**src/rtl/rdseq_pkg.sv**
```systemverilog
package rdseq_pkg;

  typedef enum logic [1:0] {
    SLOT_IDLE,
    SLOT_PRE,
    SLOT_DATA
  } slot_e;

  localparam logic [1:0] STROBE_DATA = 2'b10;
  localparam logic [1:0] STROBE_PRE  = 2'b00;

  // clock cycles a burst occupies, minus one
  function automatic logic [1:0] pairs_left_init(input logic bl8);
    return bl8 ? 2'd3 : 2'd1;
  endfunction

  // minimum accepted command spacing in cycles (one whole burst)
  function automatic logic [2:0] min_spacing(input logic bl8);
    return bl8 ? 3'd4 : 3'd2;
  endfunction

endpackage

```
**src/rtl/rdseq_cmd_gate.sv**
```systemverilog
module rdseq_cmd_gate
  import rdseq_pkg::*;
#(
  parameter int BANK_W = 2,
  parameter int NBANK  = 4
) (
  input  logic              clk,
  input  logic              rst,
  input  logic              cfg_bl8,
  input  logic              cmd_read,
  input  logic [BANK_W-1:0] cmd_bank,
  input  logic [NBANK-1:0]  bank_pend,
  output logic              accept,
  output logic              cmd_err
);

  logic [2:0] since_q;
  logic       space_ok;

  assign space_ok = since_q >= min_spacing(cfg_bl8);
  assign accept   = cmd_read && space_ok && !bank_pend[cmd_bank];

  always_ff @(posedge clk) begin
    if (rst) begin
      since_q <= 3'd4;
      cmd_err <= 1'b0;
    end else begin
      cmd_err <= cmd_read && !accept;
      if (accept)              since_q <= 3'd1;
      else if (since_q < 3'd4) since_q <= since_q + 3'd1;
    end
  end

  // with BL8 two accepted commands are never on adjacent cycles
  assert_spacing_R8: assert property (@(posedge clk) disable iff (rst)
    (cfg_bl8 && accept) |=> !accept);

endmodule

```
**src/rtl/rdseq_delay_line.sv**
```systemverilog
module rdseq_delay_line #(
  parameter int W     = 11,
  parameter int DEPTH = 8,
  parameter int SEL_W = 4
) (
  input  logic             clk,
  input  logic             rst,
  input  logic             in_vld,
  input  logic [W-1:0]     in_data,
  input  logic [SEL_W-1:0] launch_tap,
  input  logic [SEL_W-1:0] pre_tap,
  output logic             launch_vld,
  output logic [W-1:0]     launch_data,
  output logic             pre_vld
);

  logic [DEPTH:1] vld_q;
  logic [W-1:0]   dat_q [DEPTH:1];

  generate
    for (genvar g = 1; g <= DEPTH; g++) begin : g_stage
      if (g == 1) begin : g_head
        always_ff @(posedge clk) begin
          vld_q[g] <= rst ? 1'b0 : in_vld;
          dat_q[g] <= in_data;
        end
      end else begin : g_body
        always_ff @(posedge clk) begin
          vld_q[g] <= rst ? 1'b0 : vld_q[g-1];
          dat_q[g] <= dat_q[g-1];
        end
      end
    end
  endgenerate

  always_comb begin
    launch_vld  = 1'b0;
    launch_data = '0;
    pre_vld     = 1'b0;
    for (int i = 1; i <= DEPTH; i++) begin
      if (launch_tap == SEL_W'(i)) begin
        launch_vld  = vld_q[i];
        launch_data = dat_q[i];
      end
      if (pre_tap == SEL_W'(i)) pre_vld = vld_q[i];
    end
  end

endmodule

```
**src/rtl/rdseq_burst_engine.sv**
```systemverilog
module rdseq_burst_engine
  import rdseq_pkg::*;
#(
  parameter int             DW        = 16,
  parameter int             BANK_W    = 2,
  parameter int             COL_W     = 8,
  parameter logic [DW-1:0]  DATA_SEED = 16'h5A00
) (
  input  logic              clk,
  input  logic              rst,
  input  logic              cfg_bl8,
  input  logic              launch_vld,
  input  logic [BANK_W-1:0] launch_bank,
  input  logic [COL_W-1:0]  launch_col,
  input  logic              launch_ap,
  input  logic              pre_vld,
  output logic [DW-1:0]     dq_rise,
  output logic [DW-1:0]     dq_fall,
  output logic              dq_oe,
  output logic [1:0]        rdqs,
  output logic              rdqs_oe,
  output logic              odt_off,
  output logic              last_ap,
  output logic [BANK_W-1:0] last_bank
);

  logic [1:0]        rem_q;
  logic [2:0]        idx_q;
  logic [COL_W-1:0]  start_q;
  logic [BANK_W-1:0] bank_q;
  logic              ap_q;
  logic              last_q;

  slot_e             nslot;
  logic [1:0]        s_rem;
  logic [2:0]        s_idx;
  logic [COL_W-1:0]  s_start;
  logic [BANK_W-1:0] s_bank;
  logic              s_ap;
  logic [COL_W-1:0]  mask, col_a, col_b;

  // array model: one word per bank and column
  function automatic logic [DW-1:0] word_of(input logic [BANK_W-1:0] b,
                                            input logic [COL_W-1:0]  c);
    return DW'({b, c}) ^ DATA_SEED;
  endfunction

  always_comb begin
    nslot   = SLOT_IDLE;
    s_rem   = rem_q;
    s_idx   = idx_q;
    s_start = start_q;
    s_bank  = bank_q;
    s_ap    = ap_q;
    if (dq_oe && rem_q != 2'd0) begin
      nslot = SLOT_DATA;
      s_rem = rem_q - 2'd1;
    end else if (launch_vld) begin
      nslot   = SLOT_DATA;
      s_rem   = pairs_left_init(cfg_bl8);
      s_idx   = 3'd0;
      s_start = launch_col;
      s_bank  = launch_bank;
      s_ap    = launch_ap;
    end else if (pre_vld) begin
      nslot = SLOT_PRE;
    end
  end

  assign mask  = cfg_bl8 ? COL_W'(7) : COL_W'(3);
  assign col_a = (s_start & ~mask) | ((s_start + COL_W'(s_idx)) & mask);
  assign col_b = (s_start & ~mask) | ((s_start + COL_W'(s_idx + 3'd1)) & mask);

  always_ff @(posedge clk) begin
    if (rst) begin
      rem_q   <= '0;
      idx_q   <= '0;
      start_q <= '0;
      bank_q  <= '0;
      ap_q    <= 1'b0;
      last_q  <= 1'b0;
      dq_rise <= '0;
      dq_fall <= '0;
      dq_oe   <= 1'b0;
      rdqs    <= STROBE_PRE;
      rdqs_oe <= 1'b0;
      odt_off <= 1'b0;
    end else begin
      case (nslot)
        SLOT_DATA: begin
          rem_q   <= s_rem;
          idx_q   <= s_idx + 3'd2;
          start_q <= s_start;
          bank_q  <= s_bank;
          ap_q    <= s_ap;
          last_q  <= (s_rem == 2'd0);
          dq_rise <= word_of(s_bank, col_a);
          dq_fall <= word_of(s_bank, col_b);
          dq_oe   <= 1'b1;
          rdqs    <= STROBE_DATA;
          rdqs_oe <= 1'b1;
          odt_off <= 1'b1;
        end
        SLOT_PRE: begin
          rem_q   <= '0;
          last_q  <= 1'b0;
          dq_rise <= '0;
          dq_fall <= '0;
          dq_oe   <= 1'b0;
          rdqs    <= STROBE_PRE;
          rdqs_oe <= 1'b1;
          odt_off <= 1'b1;
        end
        default: begin
          rem_q   <= '0;
          last_q  <= 1'b0;
          dq_rise <= '0;
          dq_fall <= '0;
          dq_oe   <= 1'b0;
          rdqs    <= STROBE_PRE;
          rdqs_oe <= 1'b0;
          odt_off <= 1'b0;
        end
      endcase
    end
  end

  assign last_ap   = dq_oe && last_q && ap_q;
  assign last_bank = bank_q;

  // a new launch never lands inside a burst that still has cycles left
  assert_no_truncate_R8: assert property (@(posedge clk) disable iff (rst)
    launch_vld |-> !(dq_oe && rem_q != 2'd0));

  // data output that starts from idle is preceded by a preamble cycle
  assert_preamble_R4: assert property (@(posedge clk) disable iff (rst)
    $rose(dq_oe) |-> ($past(rdqs_oe) && $past(rdqs) == STROBE_PRE));

endmodule

```
**src/rtl/rdseq_prech_track.sv**
```systemverilog
module rdseq_prech_track #(
  parameter int BANK_W   = 2,
  parameter int NBANK    = 4,
  parameter int TRAS_MIN = 12
) (
  input  logic              clk,
  input  logic              rst,
  input  logic              accept,
  input  logic [BANK_W-1:0] acc_bank,
  input  logic              acc_ap,
  input  logic              last_ap,
  input  logic [BANK_W-1:0] last_bank,
  output logic [NBANK-1:0]  bank_pend,
  output logic [NBANK-1:0]  prech
);

  localparam int AGE_W = $clog2(TRAS_MIN + 1);

  generate
    for (genvar b = 0; b < NBANK; b++) begin : g_bank
      logic             done_q;
      logic [AGE_W-1:0] age_q;
      logic             ends_now;
      logic             fire;

      assign ends_now = last_ap && (last_bank == BANK_W'(b));
      assign fire     = bank_pend[b] && (done_q || ends_now)
                        && (age_q >= AGE_W'(TRAS_MIN - 1));

      always_ff @(posedge clk) begin
        if (rst) begin
          bank_pend[b] <= 1'b0;
          prech[b]     <= 1'b0;
          done_q       <= 1'b0;
          age_q        <= '0;
        end else begin
          prech[b] <= fire;
          if (age_q < AGE_W'(TRAS_MIN)) age_q <= age_q + AGE_W'(1);
          if (ends_now) done_q <= 1'b1;
          if (fire) bank_pend[b] <= 1'b0;
          if (accept && acc_ap && acc_bank == BANK_W'(b)) begin
            bank_pend[b] <= 1'b1;
            done_q       <= 1'b0;
            age_q        <= AGE_W'(1);
          end
        end
      end

      // each precharge pulse lasts one cycle
      assert_single_pulse_R9: assert property (@(posedge clk) disable iff (rst)
        prech[b] |=> !prech[b]);
    end
  endgenerate

  // pulses for different banks never coincide under a fixed configuration
  assert_prech_onehot_R9: assert property (@(posedge clk) disable iff (rst)
    $onehot0(prech));

endmodule

```
**src/rtl/ddr_rd_burst_seq.sv**
```systemverilog
module ddr_rd_burst_seq
  import rdseq_pkg::*;
#(
  parameter int            DW        = 16,
  parameter int            BANK_W    = 2,
  parameter int            COL_W     = 8,
  parameter int            MIN_CL    = 5,
  parameter int            MAX_CL    = 9,
  parameter int            TRAS_MIN  = 12,
  parameter logic [DW-1:0] DATA_SEED = 16'h5A00,
  parameter int            CL_W      = $clog2(MAX_CL + 1),
  parameter int            NBANK     = 1 << BANK_W
) (
  input  logic              clk,
  input  logic              rst,
  input  logic [CL_W-1:0]   cfg_cas_lat,
  input  logic              cfg_bl8,
  input  logic              cmd_read,
  input  logic [BANK_W-1:0] cmd_bank,
  input  logic [COL_W-1:0]  cmd_col,
  input  logic              cmd_ap,
  output logic [DW-1:0]     dq_rise,
  output logic [DW-1:0]     dq_fall,
  output logic              dq_oe,
  output logic [1:0]        rdqs,
  output logic              rdqs_oe,
  output logic              odt_off,
  output logic [NBANK-1:0]  prech,
  output logic              cmd_err
);

  localparam int CMD_W = BANK_W + COL_W + 1;
  localparam int DEPTH = MAX_CL - 1;

  logic              accept;
  logic [NBANK-1:0]  bank_pend;
  logic              launch_vld, pre_vld;
  logic [CMD_W-1:0]  launch_data;
  logic              last_ap;
  logic [BANK_W-1:0] last_bank;

  rdseq_cmd_gate #(.BANK_W(BANK_W), .NBANK(NBANK)) u_gate (
    .clk(clk), .rst(rst), .cfg_bl8(cfg_bl8), .cmd_read(cmd_read),
    .cmd_bank(cmd_bank), .bank_pend(bank_pend), .accept(accept),
    .cmd_err(cmd_err)
  );

  rdseq_delay_line #(.W(CMD_W), .DEPTH(DEPTH), .SEL_W(CL_W)) u_delay (
    .clk(clk), .rst(rst), .in_vld(accept),
    .in_data({cmd_bank, cmd_col, cmd_ap}),
    .launch_tap(cfg_cas_lat - CL_W'(1)), .pre_tap(cfg_cas_lat - CL_W'(2)),
    .launch_vld(launch_vld), .launch_data(launch_data), .pre_vld(pre_vld)
  );

  rdseq_burst_engine #(.DW(DW), .BANK_W(BANK_W), .COL_W(COL_W),
                       .DATA_SEED(DATA_SEED)) u_engine (
    .clk(clk), .rst(rst), .cfg_bl8(cfg_bl8), .launch_vld(launch_vld),
    .launch_bank(launch_data[CMD_W-1 -: BANK_W]),
    .launch_col(launch_data[COL_W:1]), .launch_ap(launch_data[0]),
    .pre_vld(pre_vld), .dq_rise(dq_rise), .dq_fall(dq_fall), .dq_oe(dq_oe),
    .rdqs(rdqs), .rdqs_oe(rdqs_oe), .odt_off(odt_off),
    .last_ap(last_ap), .last_bank(last_bank)
  );

  rdseq_prech_track #(.BANK_W(BANK_W), .NBANK(NBANK), .TRAS_MIN(TRAS_MIN)) u_prech (
    .clk(clk), .rst(rst), .accept(accept), .acc_bank(cmd_bank), .acc_ap(cmd_ap),
    .last_ap(last_ap), .last_bank(last_bank), .bank_pend(bank_pend),
    .prech(prech)
  );

  // latency configuration stays inside its legal range
  assert_cl_range_R1: assert property (@(posedge clk) disable iff (rst)
    (cfg_cas_lat >= CL_W'(MIN_CL)) && (cfg_cas_lat <= CL_W'(MAX_CL)));

  // terminators are off whenever data or strobe is driven
  assert_odt_cover_R7: assert property (@(posedge clk) disable iff (rst)
    (dq_oe || rdqs_oe) |-> odt_off);

endmodule

```
**config.mk**
```make
export PLATFORM = sky130hd
export DESIGN_NAME = ddr_rd_burst_seq
export DESIGN_NICKNAME = d
export VERILOG_FILES = /design/src/rtl/rdseq_pkg.sv /design/src/rtl/rdseq_cmd_gate.sv /design/src/rtl/rdseq_delay_line.sv /design/src/rtl/rdseq_burst_engine.sv /design/src/rtl/rdseq_prech_track.sv /design/src/rtl/ddr_rd_burst_seq.sv
export SDC_FILE = /design/constraint.sdc
export NUM_CORES = 1
export LEC_CHECK = 0
export ABC_CLOCK_PERIOD_IN_PS = 4760
export BUFFER_PORTS_ARGS = -buffer_cell sky130_fd_sc_hd__buf_2
export CAP_MARGIN = 20
export CORE_MARGIN = 2
export CORE_UTILIZATION = 50
export DETAILED_ROUTE_END_ITERATION = 10
export PLACE_DENSITY = 0.69
export SLEW_MARGIN = 10
export SYNTH_ARGS = -nofsm -noshare
export SYNTH_HDL_FRONTEND = slang
export SYNTH_SLANG_ARGS = --single-unit
```
**constraint.sdc**
```tcl
create_clock -name clk -period 4.76 [get_ports clk]
set_input_delay 0.476 -clock clk [delete_from_list [all_inputs] [get_ports clk]]
set_output_delay 0.476 -clock clk [all_outputs]
set_load 0.02 [all_outputs]
```
-- Word-level counts from Yosys, hierarchy flattened
Memories as Yosys holds them, arrays and structs flattened.
Index checks and enable logic that the tools add are counted.
- add/subtract/negate cells: 12
- reductions and logical operators: 50
- bitwise logic cells: 9
- eq/ne operators: 24
- mux-type cells: 61
- $lt $le $gt $ge: 11
- operator list (operator ; count):
    2-to-1 mux 11 bit ; 8
    2-to-1 mux 1 bit ; 36
    equality test 4 x 3 -> 1 bit, second input constant ; 8
    AND 8 bit ; 3
    logical AND 1 bit ; 23
    nonzero test 2 bit ; 10
    2-to-1 mux 3 bit ; 6
    adder 4 x 1 -> 4 bit, second input constant ; 4
    equality test 4 x 2 -> 1 bit, second input constant ; 4
    greater-or-equal comparator 4 bit, second input constant ; 4
    < comparator 4 bit, second input constant ; 4
    2-to-1 mux 2 bit ; 8
    2-to-1 mux 8 bit ; 2
    OR 8 bit ; 2
    OR reduction 2 bit ; 7
    equality test 2 bit, second input constant ; 5
    adder 8 x 3 -> 8 bit ; 1
    adder 8 bit ; 1
    equality test 4 x 1 -> 1 bit, second input constant ; 2
    equality test 4 bit, second input constant ; 2
    inverter 8 bit ; 1
    equality test 2 x 1 -> 1 bit, second input constant ; 3
    zero test 2 bit ; 3
    adder 3 x 1 -> 4 bit, second input constant ; 1
    14 further kinds ; 19
- bits of input ports: 19
- register bits: 93
- bits in writable memories: 88
- memories kept: 1
- memory list (memory ; depth ; bits a word ; read ports ; clocked after memory_dff ; wr ports ; RTL line ; text):
    u_delay.dat_q ; 8 ; 11 ; 8 ; 0 ; 8 ; rdseq_delay_line.sv:18 ; logic [W-1:0] dat_q [DEPTH:1];

-- Logic depth before layout (Yosys ltp)
- depth after elaboration: 16
- mapped depth: 20

-- By module
Synthesis repeated with hierarchy kept, for this count alone.
- cell total of the unflattened synthesis: 606
- area, all modules: 6198.4 um^2
- by module, submodules not included (module ; cells an instance ; area each (um^2) ; times used ; sequential area each (um^2)):
    rdseq_delay_line ; 268 ; 3228.1 ; 1 ; 1921.8
    rdseq_burst_engine ; 186 ; 1552.7 ; 1 ; 660.6
    rdseq_prech_track ; 117 ; 1083.5 ; 1 ; 560.5
    rdseq_cmd_gate ; 23 ; 240.2 ; 1 ; 80.1
    ddr_rd_burst_seq ; 12 ; 93.8 ; 1 ; 0.0

-- Worst setup path after synthesis
No wires, ideal clock.
- path kind: input -> register
- start: input cfg_cas_lat[1]
- end: register u_engine.dq_fall[2]
- data required time: 4.668 ns
- slack: 0.332 ns
- data arrival time: 4.335 ns
- stages: 19
- path buffers: 4
- cells stage by stage: buf_2 > inv_1 > ha_1 > and2b_1 > xor2_1 > and3_1 > clkbuf_1 > or3_1 > a211oi_4 > buf_6 > buf_6 > nor2_1 > ha_1 > fa_1 > xor2_1 > xor2_1 > nand2_1 > xor2_1 > o32ai_1
- word-level cells in the longest chain between the ends: 16
- RTL lines (what ; RTL line ; text):
    start: declaration ; ddr_rd_burst_seq.sv:16 ; input logic [CL_W-1:0] cfg_cas_lat,
    subtractor 4 x 1 -> 4 bit / subtractor 4 x 2 -> 4 bit (equally long branches) ; ddr_rd_burst_seq.sv:51 ; .launch_tap(cfg_cas_lat - CL_W'(1)), .pre_tap(cfg_cas_lat - CL_W'(2)),
    equality test 4 x 1 -> 1 bit (on tied branches) ; rdseq_delay_line.sv:41, rdseq_delay_line.sv:45 ;
    2-to-1 mux 1 bit (on tied branches) (8 in series) ; rdseq_delay_line.sv:41, rdseq_delay_line.sv:45 ;
    2-to-1 mux 3 bit / 2-to-1 mux 1 bit (equally long branches) ; rdseq_burst_engine.sv:58, rdseq_burst_engine.sv:65 ;
    2-to-1 mux 3 bit / 2-to-1 mux 2 bit (equally long branches) ; rdseq_burst_engine.sv:55, rdseq_burst_engine.sv:58 ;
    adder 3 x 1 -> 4 bit / 2-to-1 mux 2 bit (equally long branches) ; rdseq_burst_engine.sv:72, rdseq_burst_engine.sv:55 ;
    adder 8 bit / equality test 2 bit (equally long branches) ; rdseq_burst_engine.sv:72, rdseq_burst_engine.sv:89 ;
    AND 8 bit / inverter 1 bit (equally long branches) ; - ;
    OR 8 bit / OR reduction 2 bit (equally long branches) ; - ;
    end signal: assignment ; rdseq_burst_engine.sv:98 ; dq_fall <= word_of(s_bank, col_b);
    end: declaration ; rdseq_burst_engine.sv:18 ; output logic [DW-1:0] dq_fall,
Parallel ways exist; a longest one is shown, timed or not.
A chain may end at the register's enable or synchronous reset.

-- Final worst setup path
- start: input cfg_cas_lat[1]
- end: register u_engine.dq_fall[2]
- RTL lines (what ; RTL line ; text):
    subtractor 4 x 1 -> 4 bit * ; ddr_rd_burst_seq.sv:51 ;
    equality test 4 x 1 -> 1 bit ; rdseq_delay_line.sv:41 ; if (launch_tap == SEL_W'(i)) begin
    2-to-1 mux 11 bit / 2-to-1 mux 1 bit (equally long branches) (8 in series) ; rdseq_delay_line.sv:41 ;
    2-to-1 mux 8 bit * ; rdseq_burst_engine.sv:58 ; end else if (launch_vld) begin
    2-to-1 mux 8 bit * ; rdseq_burst_engine.sv:55 ; if (dq_oe && rem_q != 2'd0) begin
    via u_engine.s_start[0] ; rdseq_burst_engine.sv:37 ; logic [COL_W-1:0] s_start;
    adder 8 bit * ; rdseq_burst_engine.sv:72 ; assign col_b = (s_start & ~mask) | ((s_start + COL_W'(s_idx + 3'd1)) & mask);
    AND 8 bit * ; rdseq_burst_engine.sv:72 ;
    OR 8 bit * ; rdseq_burst_engine.sv:72 ;
The timed path passes the listed nets; every way through them passes the cells marked *.

==> results.md <==
- The run finished with clean final reports.
- In this run, synthesis inferred 0 flip-flops with an integrated enable.
- Relative to the synthesized area, the layout overhead comes to 15.5%.
- For this run, the register share of the synthesized area comes to 0.555.
- The worst IR drop on VDD is between 0.3 and 0.4 mV.
- The wire length of the first global-routing pass is approximately 20000 um.
- The slew at the pin closest to its max-slew limit is ~0.85 ns.
- The largest net degree at the start of global routing is 51.
- The initial utilization of the core area, before any placement, comes to 0.511.
- The clock network latency to the later pin of the worst-skew pair is ~0.42 ns.
- The via count of the first global-routing pass is around 4200.
- The data required time at the worst endpoint is 5.09 ns.
- The overall power after layout is slightly above 3 mW.
- The data arrival time of the worst path is roughly 4.6 ns.
- At the end of the flow the core is filled with cells to 0.589.
- The flip-flop cell with the highest count after synthesis is sky130_fd_sc_hd__dfxtp_1.
- The number of iterations in the first detailed-routing pass is 4.
- The worst setup path is of the in2reg kind.
- The aggregate routed wire length is 12100 um.
- The final RePlAce weighted congestion is roughly 0.83.
- Buffers added to address setup during post-CTS repair amount to 0.
- The number of clock sinks is about 160.
- The cell with the most instances after synthesis is sky130_fd_sc_hd__dfxtp_1.
- In this run the worst path has a maximum fanout of 13.
- The area fraction of the dominant cell type after synthesis is 0.555.
- The number of remaining DRC errors is 0.
- The floorplan step defined a die boundary enclosing roughly 12000 um^2.
- The number of vias in the routed layout is between 4000 and 5000.
- Of the cells placed in the final design, the portion with a size suffix greater than 1 is 0.176.
- The clock passes through at most 2 buffers.
- In this run, post-CTS hold repair placed 0 buffers.
- The final hold violation count is 0.
- The count of buffers added on input and output ports is 53.
- The power density normalized to cell area is about 450 nW/um^2.
- The leakage power is approximately 2.8 nW.
- The dominant cell type by area after synthesis is sky130_fd_sc_hd__dfxtp_1.
- Synthesis handed over a netlist of ~560 instances.
- The reported max-cap violation count is 0.
- The number of antenna violations at the first check in global routing is 0.
- Counting flops with an async set or reset pin after synthesis yields a share of 0.
- After synthesis, the cell types taking the most area are sky130_fd_sc_hd__dfxtp_1, sky130_fd_sc_hd__nor2_1, sky130_fd_sc_hd__ha_1.
- The average cell area after synthesis is between 10 and 15 um^2.
- The top-level I/O count is 61.
- The number of nets in the layout is around 640.
- The tightest min-delay check is of the in2reg type.
- Clock skew on the completed layout was measured at around 0.0069 ns.
- The total routing resource utilization after global routing is 0.204.
- Headroom to the max-slew limit came out at 0.436.
- After synthesis the netlist holds a flip-flop and latch count of about 160.
- Setup repair after global routing left no endpoint under its margin.
- The area taken by multi-input logic gates is between 2000 and 2500 um^2.
- The post-synthesis instance area is slightly below 6000 um^2.
- The clock-pin slew on the worst setup and hold paths is around 0.060 ns.
- The total congestion overflow after global routing is 0.
- CTS placed an instance of sky130_fd_sc_hd__clkbuf_16 at the clock tree root.
- The CTS tree is yes.
- The filler cells instantiated in the layout total between 900 and 1000.
- Gates resized during post-CTS repair numbered 0.
- The final number of max-transition violations is 0.
- The final sum of negative setup slack is 0 ns.
- STA classifies the critical path startpoint as a primary input.
- The placed instances occupy a cell area of a little over 6000 um^2.
- Using the TritonRoute via totals, the vias-per-cell ratio works out to approximately 5.4.
- The total inserted antenna cells is 0.
- The H-tree depth is 4.
- The area taken by flip-flops and latches is between 3000 and 4000 um^2.
- The initial detailed-routing violation count is 250.
- The number of setup violations in the final report is 0.
- The share of the clock period used by the worst path after layout is 0.886.
- Dividing the detail-routed wire length by the instance count gives between 15 and 20 um.
- Hold timing on the final database bottoms out at a slack of around 0.15 ns.
- The smallest clock period supported by the final layout is computed as between 4 and 5 ns.
- The yosys synthesis warning count is 0.
- The sort of element at the end of the critical path is a flop.
- The total number of placement rows is 39.
- Measured along the y axis, the die boundary spans 112 um.
- Sorting the synthesized cells by how often they occur yields sky130_fd_sc_hd__dfxtp_1, sky130_fd_sc_hd__nor2_1, sky130_fd_sc_hd__nand2_1.
- The HPWL reported at the end of detailed placement is 8450 um.
- The number of distinct library cell variants in the gate-level netlist after synthesis is 63.
- The die extent in x is 112 um.
- The core footprint is ~11000 um^2.
- The final design area excluding fillers is about 6700 um^2.
- The maximum clock frequency is approximately 240 MHz.
- The count of nets left with antenna violations once routing finished came out at 0.
- The CTS buffer count is 17.
[where the power goes]
group,total (mW),internal [mW],switching (mW)
Sequential,1.46,1.42,0.0422
Clock,1.36,0.809,0.547
Combinational,0.224,0.0906,0.134
Total,3.04,2.31,0.723
[worst max-delay path, cell delays in order]
cell,delay [ns]
sky130_fd_sc_hd__buf_2,0.21
sky130_fd_sc_hd__inv_1,0.12
sky130_fd_sc_hd__ha_1,0.20
sky130_fd_sc_hd__and2b_1,0.27
sky130_fd_sc_hd__mux2_2,0.40
sky130_fd_sc_hd__a311o_1,0.39
sky130_fd_sc_hd__a2111oi_4,0.42
sky130_fd_sc_hd__a211oi_4,0.10
sky130_fd_sc_hd__o2111a_1,0.20
sky130_fd_sc_hd__or2_1,0.26
sky130_fd_sc_hd__ha_1,0.20
sky130_fd_sc_hd__fa_1,0.37
sky130_fd_sc_hd__xor2_1,0.30
sky130_fd_sc_hd__xor2_1,0.19
sky130_fd_sc_hd__nand2_1,0.09
sky130_fd_sc_hd__xor2_1,0.14
sky130_fd_sc_hd__o32ai_1,0.20
[logic make-up after synthesis]
family,synth area share
and+or+nand+nor,0.152
xor gates and xnor gates,0.0211
buffers and inverters,0.0530
muxes,0.0231
AOI/OAI and AO/OA,0.160
adders and majority gates,0.0349
other,0.000646
DFF,0.555
[metrics by stage]
step / std cells / worst slack [ns]
2_1_floorplan: 563 / 0.332
3_3_place_gp: 731 / 0.285
3_5_place_dp: 731 / 0.212
4_1_cts: 763 / 0.568
5_1_grt: 763 / 0.266
6_report: 763 / 0.541
[cell type report]
type	count	share of cell area
clock buffers	19	0.0676
clock inverters	13	0.0224
inverters	16	0.00896
multi-input cells	348	0.343
flip-flops and latches	161	0.481
well taps	143	0.0267
repair buffers	63	0.0508
[sequential cells by signal, summed over array words and instances (netlist names)]
signal,flops
u_gate.since_q,3
u_engine.dq_fall,11
u_engine.rdqs_oe,1
u_engine.last_bank,2
u_delay.dat_q,88
u_delay.vld_q,8
u_prech.g_bank.done_q,4
u_gate.cmd_err,1
u_engine.ap_q,1
u_engine.dq_rise,3
u_prech.bank_pend,4
u_engine.idx_q,3
u_prech.g_bank.age_q,16
u_prech.prech,4
u_engine.last_q,1
u_engine.rem_q,2
u_engine.start_q,8
u_engine.rdqs,1
[cell usage in the layout (no fill, tap or decap), types with 11 or more instances in the layout]
| cell | netlist | layout |
|---|---|---|
| sky130_fd_sc_hd__a31oi_1 | 13 | 13 |
| sky130_fd_sc_hd__buf_2 | 3 | 53 |
| sky130_fd_sc_hd__nand2b_1 | 11 | 11 |
| sky130_fd_sc_hd__dfxtp_1 | 161 | 161 |
| sky130_fd_sc_hd__inv_1 | 16 | 16 |
| sky130_fd_sc_hd__clkbuf_16 | 0 | 17 |
| sky130_fd_sc_hd__o21ai_0 | 14 | 14 |
| sky130_fd_sc_hd__a21oi_1 | 20 | 20 |
| sky130_fd_sc_hd__a22oi_1 | 13 | 13 |
| sky130_fd_sc_hd__nand2_1 | 30 | 30 |
| sky130_fd_sc_hd__a211oi_1 | 11 | 11 |
| sky130_fd_sc_hd__nor2b_1 | 19 | 19 |
| sky130_fd_sc_hd__nor2_1 | 55 | 55 |
| sky130_fd_sc_hd__ha_1 | 13 | 13 |
[final timing paths]
kind                        start              endpoint  slack [ns]  cells past startpoint
max                cfg_cas_lat[1]   u_engine.dq_fall[2]        0.54                     17
min                    cmd_col[3]  u_delay.dat_q[0][15]        0.15                      1
max reg2reg      u_delay.vld_q[3]   u_engine.dq_fall[2]        1.38                     13
min reg2reg  u_delay.dat_q[0][75]  u_delay.dat_q[0][86]        0.35                      0
[layer usage]
layer | GRT usage | vias to the layer above | wire length (um)
met5 | 0 | - | 0
met4 | 0.0905 | 0 | 221
met3 | 0.0544 | 17 | 537
met2 | 0.330 | 96 | 5680
met1 | 0.257 | 1952 | 5620
li1 | - | 2054 | -
No activity file was read; power rests on OpenSTA's default activity.
